[src/rtl/phase_fire_pkg.sv]
package phase_fire_pkg;
  localparam logic [2:0] SEL_NONE   = 3'd0;
  localparam logic [2:0] SEL_A_RISE = 3'd1;
  localparam logic [2:0] SEL_B_FALL = 3'd2;
  localparam logic [2:0] SEL_A_BOTH = 3'd3;
  localparam logic [2:0] SEL_BURST  = 3'd4;

  function automatic logic sel_is_silent(input logic [2:0] sel);
    return (sel == SEL_NONE) || (sel > SEL_BURST);
  endfunction
endpackage

[src/rtl/pf_sync.sv]
module pf_sync #(
  parameter int STAGES = 2
) (
  input  logic clk,
  input  logic rst_n,
  input  logic d_i,
  output logic q_o
);
  logic [STAGES-1:0] chain_q;

  for (genvar i = 0; i < STAGES; i++) begin : g_stage
    if (i == 0) begin : g_first
      always_ff @(posedge clk or negedge rst_n) begin
        if (!rst_n) chain_q[0] <= 1'b0;
        else        chain_q[0] <= d_i;
      end
    end else begin : g_next
      always_ff @(posedge clk or negedge rst_n) begin
        if (!rst_n) chain_q[i] <= 1'b0;
        else        chain_q[i] <= chain_q[i-1];
      end
    end
  end

  assign q_o = chain_q[STAGES-1];
endmodule

[src/rtl/pf_delay_timer.sv]
module pf_delay_timer #(
  parameter int CNT_W = 16,
  parameter int PRE_W = 8
) (
  input  logic             clk,
  input  logic             rst_n,
  input  logic             start_i,
  input  logic [CNT_W-1:0] count_i,
  input  logic [PRE_W-1:0] prescale_i,
  output logic             active_o,
  output logic             expire_o
);
  logic             active_q;
  logic [CNT_W-1:0] rem_q;
  logic [PRE_W-1:0] pre_lat_q;
  logic [PRE_W-1:0] pre_cnt_q;
  logic             tick;

  function automatic logic tick_due(input logic [PRE_W-1:0] cnt, input logic [PRE_W-1:0] lim);
    return cnt == lim;
  endfunction

  assign tick     = tick_due(pre_cnt_q, pre_lat_q);
  assign expire_o = active_q && (rem_q == '0);
  assign active_o = active_q;

  always_ff @(posedge clk or negedge rst_n) begin
    if (!rst_n) begin
      active_q  <= 1'b0;
      rem_q     <= '0;
      pre_lat_q <= '0;
      pre_cnt_q <= '0;
    end else if (!active_q) begin
      if (start_i) begin
        active_q  <= 1'b1;
        rem_q     <= count_i;
        pre_lat_q <= prescale_i;
        pre_cnt_q <= '0;
      end
    end else if (rem_q == '0) begin
      active_q <= 1'b0;
    end else if (tick) begin
      pre_cnt_q <= '0;
      rem_q     <= rem_q - CNT_W'(1);
    end else begin
      pre_cnt_q <= pre_cnt_q + PRE_W'(1);
    end
  end

  assert_prescale_held_R11: assert property (@(posedge clk) disable iff (!rst_n)
    active_q |=> $stable(pre_lat_q));
  assert_expire_single_R3: assert property (@(posedge clk) disable iff (!rst_n)
    expire_o |=> !expire_o);
  assert_prescale_bound_R3: assert property (@(posedge clk) disable iff (!rst_n)
    active_q |-> (pre_cnt_q <= pre_lat_q));
endmodule

[src/rtl/pf_pulse_train.sv]
module pf_pulse_train #(
  parameter int UTP_W  = 16,
  parameter int PULSES = 8
) (
  input  logic             clk,
  input  logic             rst_n,
  input  logic             start_i,
  input  logic [UTP_W-1:0] width_i,
  output logic             active_o,
  output logic             level_o
);
  localparam int PHASES = 2 * PULSES;
  localparam int HW     = $clog2(PHASES);
  localparam logic [HW-1:0] LAST_PHASE = HW'(PHASES - 1);

  logic             active_q;
  logic [HW-1:0]    half_q;
  logic [UTP_W-1:0] ph_q;

  function automatic logic phase_end(input logic [UTP_W-1:0] cnt, input logic [UTP_W-1:0] w);
    return cnt == (w - UTP_W'(1));
  endfunction

  function automatic logic phase_drives(input logic [HW-1:0] idx);
    return !idx[0];
  endfunction

  always_ff @(posedge clk or negedge rst_n) begin
    if (!rst_n) begin
      active_q <= 1'b0;
      half_q   <= '0;
      ph_q     <= '0;
    end else if (!active_q) begin
      if (start_i && (width_i != '0)) begin
        active_q <= 1'b1;
        half_q   <= '0;
        ph_q     <= '0;
      end
    end else if (phase_end(ph_q, width_i)) begin
      ph_q <= '0;
      if (half_q == LAST_PHASE) active_q <= 1'b0;
      else                      half_q   <= half_q + HW'(1);
    end else begin
      ph_q <= ph_q + UTP_W'(1);
    end
  end

  assign active_o = active_q;
  assign level_o  = active_q && phase_drives(half_q);

  assert_phase_bound_R4: assert property (@(posedge clk) disable iff (!rst_n)
    active_q |-> (ph_q < width_i));
  assert_burst_ends_last_R4: assert property (@(posedge clk) disable iff (!rst_n)
    $fell(active_q) |-> ($past(half_q) == LAST_PHASE));
endmodule

[src/rtl/pf_irq_route.sv]
module pf_irq_route
  import phase_fire_pkg::*;
(
  input  logic       clk,
  input  logic       rst_n,
  input  logic [2:0] sel_i,
  input  logic       a_rise_i,
  input  logic       a_fall_i,
  input  logic       b_fall_i,
  input  logic       burst_i,
  output logic       irq_o
);
  logic pick;
  logic irq_q;

  always_comb begin
    case (sel_i)
      SEL_A_RISE: pick = a_rise_i;
      SEL_B_FALL: pick = b_fall_i;
      SEL_A_BOTH: pick = a_rise_i | a_fall_i;
      SEL_BURST:  pick = burst_i;
      default:    pick = 1'b0;
    endcase
  end

  always_ff @(posedge clk or negedge rst_n) begin
    if (!rst_n) irq_q <= 1'b0;
    else        irq_q <= pick;
  end

  assign irq_o = irq_q;

  assert_silent_codes_R8: assert property (@(posedge clk) disable iff (!rst_n)
    sel_is_silent(sel_i) |=> !irq_o);
  assert_burst_irq_pulse_R7: assert property (@(posedge clk) disable iff (!rst_n)
    burst_i |=> !burst_i);
endmodule

[src/rtl/phase_fire_ctrl.sv]
module phase_fire_ctrl
  import phase_fire_pkg::*;
#(
  parameter int CNT_W       = 16,
  parameter int PRE_W       = 8,
  parameter int UTP_W       = 16,
  parameter int PULSES      = 8,
  parameter int SYNC_STAGES = 2
) (
  input  logic             clk,
  input  logic             rst_n,
  input  logic             sync_a_i,
  input  logic             sync_b_i,
  input  logic             single_sync_i,
  input  logic [CNT_W-1:0] delay_count_i,
  input  logic [PRE_W-1:0] prescale_i,
  input  logic [UTP_W-1:0] half_width_i,
  input  logic             polarity_i,
  input  logic [2:0]       irq_sel_i,
  output logic             fire_o,
  output logic             irq_o
);
  logic a_lvl, b_lvl, a_prev_q, b_prev_q;
  logic a_rise, a_fall, b_fall, eff_b_fall;
  logic start_raw, start_ok, busy;
  logic dly_active, expire;
  logic trn_active, trn_level;
  logic [UTP_W-1:0] utp_q;
  logic utp_loaded_q;

  pf_sync #(.STAGES(SYNC_STAGES)) u_sync_a (
    .clk(clk), .rst_n(rst_n), .d_i(sync_a_i), .q_o(a_lvl));
  pf_sync #(.STAGES(SYNC_STAGES)) u_sync_b (
    .clk(clk), .rst_n(rst_n), .d_i(sync_b_i), .q_o(b_lvl));

  always_ff @(posedge clk or negedge rst_n) begin
    if (!rst_n) begin
      a_prev_q <= 1'b0;
      b_prev_q <= 1'b0;
    end else begin
      a_prev_q <= a_lvl;
      b_prev_q <= b_lvl;
    end
  end

  assign a_rise     = a_lvl & ~a_prev_q;
  assign a_fall     = ~a_lvl & a_prev_q;
  assign b_fall     = ~b_lvl & b_prev_q;
  assign eff_b_fall = single_sync_i ? a_fall : b_fall;
  assign start_raw  = a_rise | eff_b_fall;
  assign busy       = dly_active | trn_active;
  assign start_ok   = start_raw & ~busy;

  always_ff @(posedge clk or negedge rst_n) begin
    if (!rst_n) begin
      utp_q        <= '0;
      utp_loaded_q <= 1'b0;
    end else if (!utp_loaded_q) begin
      utp_q        <= half_width_i;
      utp_loaded_q <= 1'b1;
    end
  end

  pf_delay_timer #(.CNT_W(CNT_W), .PRE_W(PRE_W)) u_delay (
    .clk(clk), .rst_n(rst_n), .start_i(start_ok),
    .count_i(delay_count_i), .prescale_i(prescale_i),
    .active_o(dly_active), .expire_o(expire));

  pf_pulse_train #(.UTP_W(UTP_W), .PULSES(PULSES)) u_train (
    .clk(clk), .rst_n(rst_n), .start_i(expire), .width_i(utp_q),
    .active_o(trn_active), .level_o(trn_level));

  pf_irq_route u_irq (
    .clk(clk), .rst_n(rst_n), .sel_i(irq_sel_i),
    .a_rise_i(a_rise), .a_fall_i(a_fall), .b_fall_i(eff_b_fall),
    .burst_i(expire), .irq_o(irq_o));

  assign fire_o = trn_level ^ polarity_i;

  assert_width_frozen_R10: assert property (@(posedge clk) disable iff (!rst_n)
    utp_loaded_q |=> $stable(utp_q));
  assert_busy_ignores_R9: assert property (@(posedge clk) disable iff (!rst_n)
    (trn_active && start_raw) |=> !dly_active);
  assert_zero_width_quiet_R6: assert property (@(posedge clk) disable iff (!rst_n)
    (utp_q == '0) |-> !trn_active);
  assert_idle_level_R5: assert property (@(posedge clk) disable iff (!rst_n)
    (!dly_active && !trn_active) |-> (fire_o == polarity_i));
  assert_stages_exclusive_R4: assert property (@(posedge clk) disable iff (!rst_n)
    !(dly_active && trn_active));
endmodule

[config.mk]
export PLATFORM = sky130hd
export DESIGN_NAME = phase_fire_ctrl
export DESIGN_NICKNAME = d
export VERILOG_FILES = /design/src/rtl/phase_fire_pkg.sv /design/src/rtl/pf_sync.sv /design/src/rtl/pf_delay_timer.sv /design/src/rtl/pf_pulse_train.sv /design/src/rtl/pf_irq_route.sv /design/src/rtl/phase_fire_ctrl.sv
export SDC_FILE = /design/constraint.sdc
export NUM_CORES = 1
export LEC_CHECK = 0
export ABC_CLOCK_PERIOD_IN_PS = 3400
export BUFFER_PORTS_ARGS = -buffer_cell sky130_fd_sc_hd__buf_2
export CORE_MARGIN = 1
export CORE_UTILIZATION = 50
export CTS_CLUSTER_SIZE = 12
export DETAILED_ROUTE_END_ITERATION = 16
export GPL_TIMING_DRIVEN = 0
export MAX_ROUTING_LAYER = met4
export PLACE_DENSITY = 0.72
export SETUP_SLACK_MARGIN = 0.15
export SLEW_MARGIN = 10
export SYNTH_ARGS = -nofsm -noshare
export SYNTH_HDL_FRONTEND = slang
export SYNTH_HIERARCHICAL = 1
export SYNTH_SLANG_ARGS = --single-unit
export TNS_END_PERCENT = 10
[constraint.sdc]
create_clock -name clk -period 3.4 [get_ports clk]
set_input_delay 0 -clock clk [delete_from_list [all_inputs] [get_ports clk]]
set_output_delay 0 -clock clk [all_outputs]
set_load 0.02 [all_outputs]
==> metrics.csv, run 1 <==
stage,metric,value,unit
die,coreArea,0.00885,sq mm
finish,area_growth,24.3,%
die,fp.dieH,98.4,um
placed_design,hpwl,7.44,mm
pwr,p_int,1810,uW
worst_hold_path,hold_class,input pin to flop,
timing,whs,0.0223,ns
status,violations,design-rule violations,
clocking,cts.clk_slew.worst_paths,0.10,ns
logic_synthesis,synth_cell_types,71,
route,via_per_inst,5.84,
logic_synthesis,synth_compound_area_frac,0.157,
pwr,seqPwrFrac,0.478,
die,die_x,98.4,um
route,drc,1,
timing,rsz0062_at_grt,false,
route,drtIter0Drc,131,
die,die-area,0.00969,sq mm
critical_path,crit_path_end_kind,flop,
route,wire_per_inst,15.7,um
timing,slew_viol_final,0,
finish,utilization,0.653,
logic_synthesis,synth-simple-area-share,0.247,
logic_synthesis,syn_area_per_cell,9.89,sq um
finish,num-fill-cells,718,
logic_synthesis,synth_edf_count,0,
placed_design,io_buffers,50,
clocking,cts_tree,done,
placed_design,place_congestion,0.888,
status,outcome,finished with violations,
route,vias,4058,
logic_synthesis,synth_top_family_by_area,simple AND/OR/NAND/NOR gates,
logic_synthesis,syn_area,0.00465,sq mm
logic_synthesis,synth_xor_area_frac,0.0584,
pwr,switchingPower,1010,uW
logic_synthesis,synthMuxAreaShare,0.0735,
logic_synthesis,syn_nets,524,
finish,multi_input_area,0.00261,sq mm
route,routed_wl,10.9,mm
logic_synthesis,async_reset_ff_frac,1.00,
finish,seqCellArea,0.00196,sq mm
pwr,p_comb_frac,0.286,
critical_path,critPathRequiredTime,3.64,ns
timing,fin_worst_skew,0.0132,ns
route,ant_nets,0,
timing,period_minus_slack,3.15,ns
finish,drive_above_1_share,0.208,
clocking,clk_path_buf_depth,2,
die,num_io_pins,51,
logic_synthesis,syn_inst,470,
finish,diodes,0,
finish,nets,636,
timing,period_share,0.925,
logic_synthesis,ys_ff_latch,78,
die,rows,34,
grt,track_usage,0.242,
timing,hold_viol,0,
logic_synthesis,synthTopCellsByArea,"dfrtp_1 (42%), xnor2_1 (4.1%), nand2_1 (4.0%)",
grt,grt_pass1_vias,3875,
pwr,p_per_area,487,mW/mm^2
grt,antenna_found_initial,0,
logic_synthesis,synth_ff_type,dfrtp_1,
timing,tightest_slew,0.986,ns
critical_path,cp_data_arrival_time,3.38,ns
timing,max_freq,318,MHz
grt,grt_start_max_net_pins,56,
die,start_util,0.525,
job,maxCapViolCount,0,
timing,setup_viol,0,
logic_synthesis,yosysWarnings,6,
grt,grt_first_pass_wirelength,18.2,mm
logic_synthesis,synth-seq-area-share,0.420,
critical_path,path_max_fanout,5,
logic_synthesis,yosysTopAreaCellShare,0.420,
pwr,vdd_drop_max,0.000281,V
clocking,clock-sinks,78,
pwr,swShare,0.359,
clocking,ctsHtreeMaxLevel,3,
route,dr.pass1.iters,12,
pwr,total_power,2810,uW
pwr,p_clk_frac,0.236,
clocking,cts_buffers,9,
clocking,clkLatencyLatePin,0.36,ns
timing,relSlewSlack,0.336,
logic_synthesis,synthAdderAreaFrac,0.0135,
critical_path,crit_path_start_kind,flop,
logic_synthesis,yosysTopAreaCell,dfrtp_1,
pwr,p_leak,0.00253,uW
clocking,clockRootBuffer,clkbuf_8,
grt,grt_overflow,0,
critical_path,path_class,flop to flop,
-- layer usage --
metal,global-route usage,share of wire
met3,0.0426,0.048
met1,0.300,0.43
met2,0.411,0.51
met5,-,0
met4,0.0643,0.010
-- synthesized netlist by cell type (5+ instances only) --
library cell,number
or3_1,6
a211oi_1,6
mux2_4,10
nor3b_1,5
inv_1,7
and3_1,16
xnor2_1,22
a31oi_1,5
nor4_1,8
o31ai_1,6
a22o_1,10
o21ai_0,5
xor2_1,9
clkbuf_1,9
mux2i_1,9
a221o_1,5
nor2_1,32
nand4_1,6
nor3_1,19
a311oi_1,5
nor2b_1,17
ha_1,5
dfrtp_1,78
and2_1,8
o21ai_1,10
buf_6,5
nand2_1,50
nand2b_1,6
nand3_1,17
mux2_2,8
-- logic make-up after synthesis --
kind of cell / count (synthesis)
other cells: 1
compound gates: 93
buf+inv: 22
mux: 28
xor+xnor: 31
fa+ha+maj: 5
flops: 78
simple gates: 212
-- what timing repair did --
action,CTS,global route
cloned,1,0
buffers inserted,6,0
endpoints found under the hold margin,119,0
hold buffers,43,0
pin swaps,5,2
resized for setup,5,7
endpoints found under the setup margin,17,15
-- flip-flops by register name, summed over array words and instances, names as in the netlist --
| name | cells |
|---|---|
| u_delay/active_o | 1 |
| u_sync_a/q_o | 1 |
| utp_q | 16 |
| u_train/half_q | 4 |
| u_delay/pre_lat_q | 8 |
| utp_loaded_q | 1 |
| u_irq/irq_o | 1 |
| u_train/ph_q | 16 |
| u_delay/pre_cnt_q | 8 |
| u_sync_b/chain_q | 1 |
| b_prev_q | 1 |
| u_train/active_o | 1 |
| u_sync_a/chain_q | 1 |
| u_delay/rem_q | 16 |
| a_prev_q | 1 |
| u_sync_b/q_o | 1 |
-- critical path, stage by stage (launching register included) --
cell,delay (ns)
dfrtp_2,0.42
or4_4,0.53
or3_4,0.34
or4_1,0.47
a221o_1,0.40
nor4_4,0.32
nor2b_1,0.18
a221o_1,0.35
-- final timing paths --
kind | start | to | slack [ns] | cells past startpoint
worst max register to register | utp_q[5] | u_train/ph_q[3] | 0.25 | 7
worst min register to register | u_sync_a/chain_q[0] | u_sync_a/q_o | 0.35 | 0
worst max-delay path | utp_q[5] | u_train/ph_q[3] | 0.25 | 7
max in group asynchronous | rst_n | u_delay/pre_lat_q[2] | 2.74 | 3
min in group asynchronous | rst_n | utp_q[3] | 0.08 | 2
worst min-delay path | delay_count_i[7] | u_delay/rem_q[7] | 0.02 | 4
-- cell usage in the layout, fill, tap and decap left out, types with 5 or more instances in the layout --
cell type / count
a211oi_1: 6
a221o_1: 5
a22o_1: 10
a311oi_1: 5
a31oi_1: 5
and2_1: 8
and3_1: 16
buf_2: 50
buf_4: 7
buf_6: 5
clkbuf_1: 9
clkbuf_8: 9
dfrtp_1: 74
dlygate4sd3_1: 43
ha_1: 5
inv_1: 7
mux2_2: 8
mux2_4: 10
mux2i_1: 9
nand2_1: 50
nand2b_1: 5
nand3_1: 17
nand4_1: 6
nor2_1: 32
nor2b_1: 16
nor3_1: 18
nor4_1: 7
o21ai_0: 5
o21ai_1: 10
o31ai_1: 6
or3_1: 5
xnor2_1: 22
xor2_1: 9
-- per-stage QoR --
| step | instance area, sq um | setup TNS [ns] | std cells | setup slack (ns) |
|---|---|---|---|---|
| 2_1_floorplan | 4650 | 0 | 470 | 0.217 |
| 3_3_place_gp | 5030 | -0.122 | 628 | -0.0553 |
| 3_5_place_dp | 5060 | -0.192 | 629 | -0.0951 |
| 4_1_cts | 5740 | 0 | 695 | 0.147 |
| 5_1_grt | 5780 | 0 | 695 | 0.184 |
| 6_report | 5780 | 0 | 695 | 0.255 |
-- power groups by stage --
stage | Sequential [uW] | Clock (uW) | Combinational (uW)
global route | 1370 | 716 | 894
detailed placement | 1350 | 0 | 747
global placement | 1350 | 0 | 710
finish | 1340 | 664 | 806
CTS | 1330 | 678 | 799
floorplan | 1290 | 0 | 583
-- final cells by class --
class                      count  share of cell area
buffer                        15              0.0191
clock buffer                   9              0.0214
clock inverter                 7             0.00953
inverter                       7             0.00455
multi-input combinational    370               0.451
sequential                    78               0.339
tap                          108              0.0234
timing repair buffer         101               0.132
No activity file was read; power rests on OpenSTA's default activity.
==> inputs of run 2 (changes only) <==
CORE_MARGIN = 4   (was 1)
==> metrics.csv, run 2 (synthesized netlist as in run 1, its figures left out) <==
stage,metric,value,unit,change
grt,antenna_found_initial,0,,unchanged
grt,grt_start_max_net_pins,54,,-3.6%
clocking,ctsHtreeMaxLevel,3,,unchanged
placed_design,place_area,0.00506,sq mm,unchanged
route,wire_per_inst,16.1,um,+2.4%
critical_path,crit_path_start_kind,flop,,
timing,period_share,0.942,,+0.0171
placed_design,hpwl,7.71,mm,+3.7%
timing,relSlewSlack,0.381,,+0.0444
timing,period_minus_slack,3.20,ns,+0.0581 ns
route,drtIter0Drc,163,,+24%
job,maxCapViolCount,0,,unchanged
die,coreArea,0.00889,sq mm,+0.48%
clocking,cts_buffers,9,,unchanged
timing,max_freq,312,MHz,-1.8%
route,ant_nets,0,,unchanged
critical_path,cp_data_arrival_time,3.44,ns,+0.06 ns
route,drc,0,,-1
placed_design,place_congestion,0.938,,+5.6%
finish,most-common-layout-cells,"dfrtp_1 (75), nand2_1 (50), buf_2 (49)",,
clocking,cts.clk_slew.worst_paths,0.10,ns,about the same
pwr,p_leak,0.00255,uW,+0.59%
status,outcome,"complete, no violations",,
die,num_io_pins,51,,unchanged
critical_path,critPathRequiredTime,3.64,ns,about the same
grt,track_usage,0.217,,-0.0248
timing,fin_ws,0.197,ns,-0.0581 ns
pwr,vdd_drop_max,0.000312,V,+11%
timing,fin_worst_skew,0.0150,ns,+0.00178 ns
clocking,clk_path_buf_depth,2,,unchanged
timing,hold_viol,0,,unchanged
placed_design,io_buffers,50,,unchanged
die,rows,34,,unchanged
die,die_x,104,um,+6.1%
finish,top_regs,"u_delay/rem_q (16), u_train/ph_q (16), utp_q (16)",,
placed_design,post-place-ws,-0.0378,ns,+0.0573 ns
timing,slew_viol_final,0,,unchanged
timing,whs,0.0232,ns,+0.000823 ns
critical_path,crit_path_end_kind,flop,,
route,vias,4086,,+0.69%
timing,setup_viol,0,,unchanged
finish,diodes,0,,unchanged
grt,grt_first_pass_wirelength,19.1,mm,+4.9%
finish,nets,636,,unchanged
clocking,clkLatencyLatePin,0.36,ns,about the same
timing,setup_tns,0,ns,unchanged
route,dr.pass1.iters,4,,-8
timing,rsz0062_at_grt,true,,
finish,drive_above_1_share,0.206,,-0.00170
die,die-area,0.0109,sq mm,+13%
route,via_per_inst,5.88,,+0.69%
finish,layout_commonest_cell,dfrtp_1,,
pwr,p_per_area,499,mW/mm^2,+2.4%
clocking,clockRootBuffer,clkbuf_8,,
timing,tightest_slew,0.920,ns,-0.0659 ns
clocking,clock-sinks,78,,unchanged
grt,grt_pass1_vias,3984,,+2.8%
die,start_util,0.523,,-0.00251
critical_path,path_class,flop to flop,,
critical_path,path_max_fanout,7,,+2
route,routed_wl,11.2,mm,+2.4%
grt,grt_overflow,0,,unchanged
finish,design_area,0.00579,sq mm,+0.24%
worst_hold_path,hold_class,input pin to flop,,
clocking,cts_tree,done,,
die,fp.dieH,104,um,+6.1%
finish,area_growth,24.5,%,
-- run 2: cell type report --
cell class / instances / area [sq um]
sequential: 78 / 1960
buffer: 15 / 114
clock buffer: 9 / 124
tap: 108 / 135
multi-input combinational: 370 / 2590
fill: 695 / 3100
inverter: 7 / 26.3
timing repair buffer: 101 / 764
clock inverter: 7 / 80.1
-- run 2: through the flow --
stage	cells	utilization	total power [uW]
2_1_floorplan	470	-	1880
3_3_place_gp	628	0.566	2060
3_5_place_dp	629	0.570	2100
4_1_cts	693	0.645	2890
5_1_grt	695	0.651	3080
6_report	695	0.651	2890
-- run 2: worst max-delay path: stages (launching register included) --
cell,delay (ns)
dfrtp_2,0.44
or4_4,0.53
or3_4,0.39
or4_4,0.47
a221o_1,0.41
nor4_4,0.33
buf_4,0.21
nor2_1,0.05
a221o_1,0.25
-- run 2: final timing paths --
path / start / to / slack [ns] / cells after the start
max: utp_q[4] / u_train/half_q[1] / 0.20 / 8
min: delay_count_i[12] / u_delay/rem_q[12] / 0.02 / 3
max reg2reg: utp_q[4] / u_train/half_q[1] / 0.20 / 8
min reg2reg: u_sync_a/chain_q[0] / u_sync_a/q_o / 0.36 / 0
max in group asynchronous: rst_n / u_delay/pre_cnt_q[4] / 2.74 / 3
min in group asynchronous: rst_n / u_train/ph_q[5] / 0.08 / 2
-- run 2: where the power goes --
| group | switching (uW) | leakage [uW] | internal, uW |
|---|---|---|---|
| Sequential | 243 | 0.000949 | 1110 |
| Clock | 391 | 0.000102 | 350 |
| Combinational | 379 | 0.00150 | 421 |
-- run 2: timing repair --
item	CTS	global route
endpoints found under the setup margin	17	18
hold buffers	42	0
gates cloned	1	0
hold endpoints to repair	118	0
pin swaps	3	3
buffers inserted	5	2
resized for setup	3	9
-- run 2: layer usage --
layer  wire length, um  global-route usage
met3               502              0.0292
met2              5570               0.355
met1              4910               0.278
met5                 0                   -
met4               180              0.0750
==> inputs of run 3 (changes only) <==
CELL_PAD_IN_SITES_DETAIL_PLACEMENT = 1   (was unset)
CELL_PAD_IN_SITES_GLOBAL_PLACEMENT = 2   (was unset)
CORE_UTILIZATION = 34   (was 50)
PLACE_DENSITY = unset   (was 0.72)
PLACE_DENSITY_LB_ADDON = 0.1   (was unset)
==> metrics.csv, run 3 (synthesized netlist as in run 1, its figures left out) <==
stage,metric,value,unit,change
die,coreArea,0.0133,sq mm,+50%
route,via_per_inst,5.36,,-8.8%
critical_path,critPathLaunch,utp_q[4],,
grt,met1_usage,0.218,,-0.0603
grt,track_usage,0.181,,-0.0359
die,die_x,125,um,+20%
critical_path,path_class,flop to flop,,
timing,period_share,0.924,,-0.0185
die,start_util,0.350,,-0.173
finish,diodes,0,,unchanged
clocking,ctsHtreeMaxLevel,3,,unchanged
timing,relSlewSlack,0.350,,-0.0303
finish,most-common-layout-cells,"dfrtp_1 (75), nand2_1 (50), buf_2 (49)",,
placed_design,io_buffers,50,,unchanged
grt,met3_usage,0.0407,,+0.0116
route,routed_wl,13.3,mm,+19%
grt,busiest_layer,met2,,
placed_design,place_congestion,0.765,,-18%
route,dr.pass1.iters,4,,unchanged
finish,area_growth,29.7,%,
timing,period_minus_slack,3.14,ns,-0.0628 ns
job,maxCapViolCount,0,,unchanged
finish,drive_above_1_share,0.214,,+0.00779
worst_hold_path,hold_start,delay_count_i[12],,
worst_hold_path,worstHoldEndpoint,u_delay/rem_q[12],,
route,drtIter0Drc,139,,-15%
critical_path,reg2reg_to,u_train/ph_q[3],,
timing,tightest_slew,0.965,ns,+0.0451 ns
route,drc,0,,unchanged
critical_path,r2r_cells,8,,unchanged
grt,grt_pass1_vias,4377,,+9.9%
placed_design,place_area,0.00515,sq mm,+1.7%
clocking,clock-sinks,78,,unchanged
critical_path,r2r_start,utp_q[4],,
timing,setup_viol,0,,unchanged
timing,fin_worst_skew,0.0121,ns,-0.00285 ns
timing,slew_viol_final,0,,unchanged
clocking,clkLatencyLatePin,0.36,ns,about the same
finish,layout_commonest_cell,dfrtp_1,,
die,rows,42,,+24%
worst_hold_path,hold_class,input pin to flop,,
pwr,p_leak,0.00262,uW,+3.0%
status,outcome,"complete, no violations",,
timing,max_freq,318,MHz,+2.0%
critical_path,regToRegSetupSlack,0.26,ns,+0.06 ns
worst_hold_path,hold_depth,3,,unchanged
route,vias,4102,,+0.39%
die,die-area,0.0156,sq mm,+43%
grt,grt_first_pass_wirelength,22.5,mm,+18%
grt,antenna_found_initial,0,,unchanged
finish,top_regs,"u_delay/rem_q (16), u_train/ph_q (16), utp_q (16)",,
clocking,cts_tree,done,,
clocking,clockRootBuffer,clkbuf_16,,
placed_design,hpwl,9.11,mm,+18%
critical_path,crit_path_end_kind,flop,,
critical_path,crit_path_start_kind,flop,,
finish,design_area,0.00603,sq mm,+4.1%
clocking,cts.clk_slew.worst_paths,0.06,ns,-0.04 ns
pwr,vdd_drop_max,0.000221,V,-29%
placed_design,post-place-ws,-0.256,ns,-0.218 ns
clocking,clk_path_buf_depth,2,,unchanged
grt,grt_start_max_net_pins,60,,+11%
route,ant_nets,0,,unchanged
die,fp.dieH,125,um,+20%
route,wire_per_inst,17.4,um,+8.3%
critical_path,path_max_fanout,5,,-2
critical_path,cp_data_arrival_time,3.37,ns,-0.07 ns
die,num_io_pins,51,,unchanged
grt,grt_overflow,0,,unchanged
timing,rsz0062_at_grt,true,,
finish,nets,638,,+0.31%
grt,met2_usage,0.310,,-0.0449
timing,hold_viol,0,,unchanged
critical_path,critPathRequiredTime,3.63,ns,about the same
clocking,cts_buffers,9,,unchanged
timing,fin_ws,0.260,ns,+0.0628 ns
pwr,p_per_area,539,mW/mm^2,+7.9%
==> run 3: where the power goes <==
group / internal (uW) / total (uW) / switching [uW] / leakage [uW]
clock network: 646 / 1080 / 430 / 0.000152
logic: 424 / 824 / 400 / 0.00152
registers: 1110 / 1350 / 238 / 0.000949
==> run 3: through the flow <==
stage	TNS, ns	hold slack, ns	power (uW)	cells	utilization
final	0	0.0377	3250	765	0.454
after global routing	0	0.0745	3460	765	0.454
after CTS	0	0.0230	3280	761	0.450
after detailed placement	-2.15	-0.0744	2140	697	0.387
after global placement	-2.17	0.108	2100	696	0.385
after floorplan	0	-0.296	1880	470	-
==> run 3: cell type report <==
cell class / count / area [sq um]
repair buffers: 103 / 779
plain buffers: 15 / 114
clock buffers: 9 / 225
well taps: 176 / 220
multi-input cells: 370 / 2610
clock inverters: 7 / 97.6
flip-flops and latches: 78 / 1960
inverters: 7 / 26.3
fillers: 1516 / 7270
==> run 3: metal layers <==
layer / vias up / share of wire
met5: - / 0
met4: 0 / 0.011
met3: 11 / 0.024
met2: 44 / 0.51
met1: 2074 / 0.45
li1: 1973 / -
==> run 3: worst max path at each step <==
stage | end | cells past startpoint
after floorplan | u_train/ph_q[14] | 8
final | u_train/ph_q[3] | 8
after global placement | u_train/ph_q[3] | 7
after detailed placement | u_train/ph_q[3] | 7
after global routing | u_train/ph_q[3] | 8
after CTS | u_train/ph_q[14] | 9
==> run 3: critical path: stages (launching register included) <==
cell and delay [ns]:
dfrtp_2 0.41, or4_4 0.55, or3_4 0.35, or4_4 0.48, a221o_1 0.41, nor4_4 0.28
buf_4 0.17, nor2b_4 0.05, a221o_1 0.32
==> run 3: what timing repair did <==
action                                 4_1_cts  5_1_grt
hold buffers                                42        0
buffers inserted                             6        4
endpoints found under the hold margin      118        0
setup endpoints to repair                   21       16
gates resized for setup                     11        5
pin swaps                                    4        5
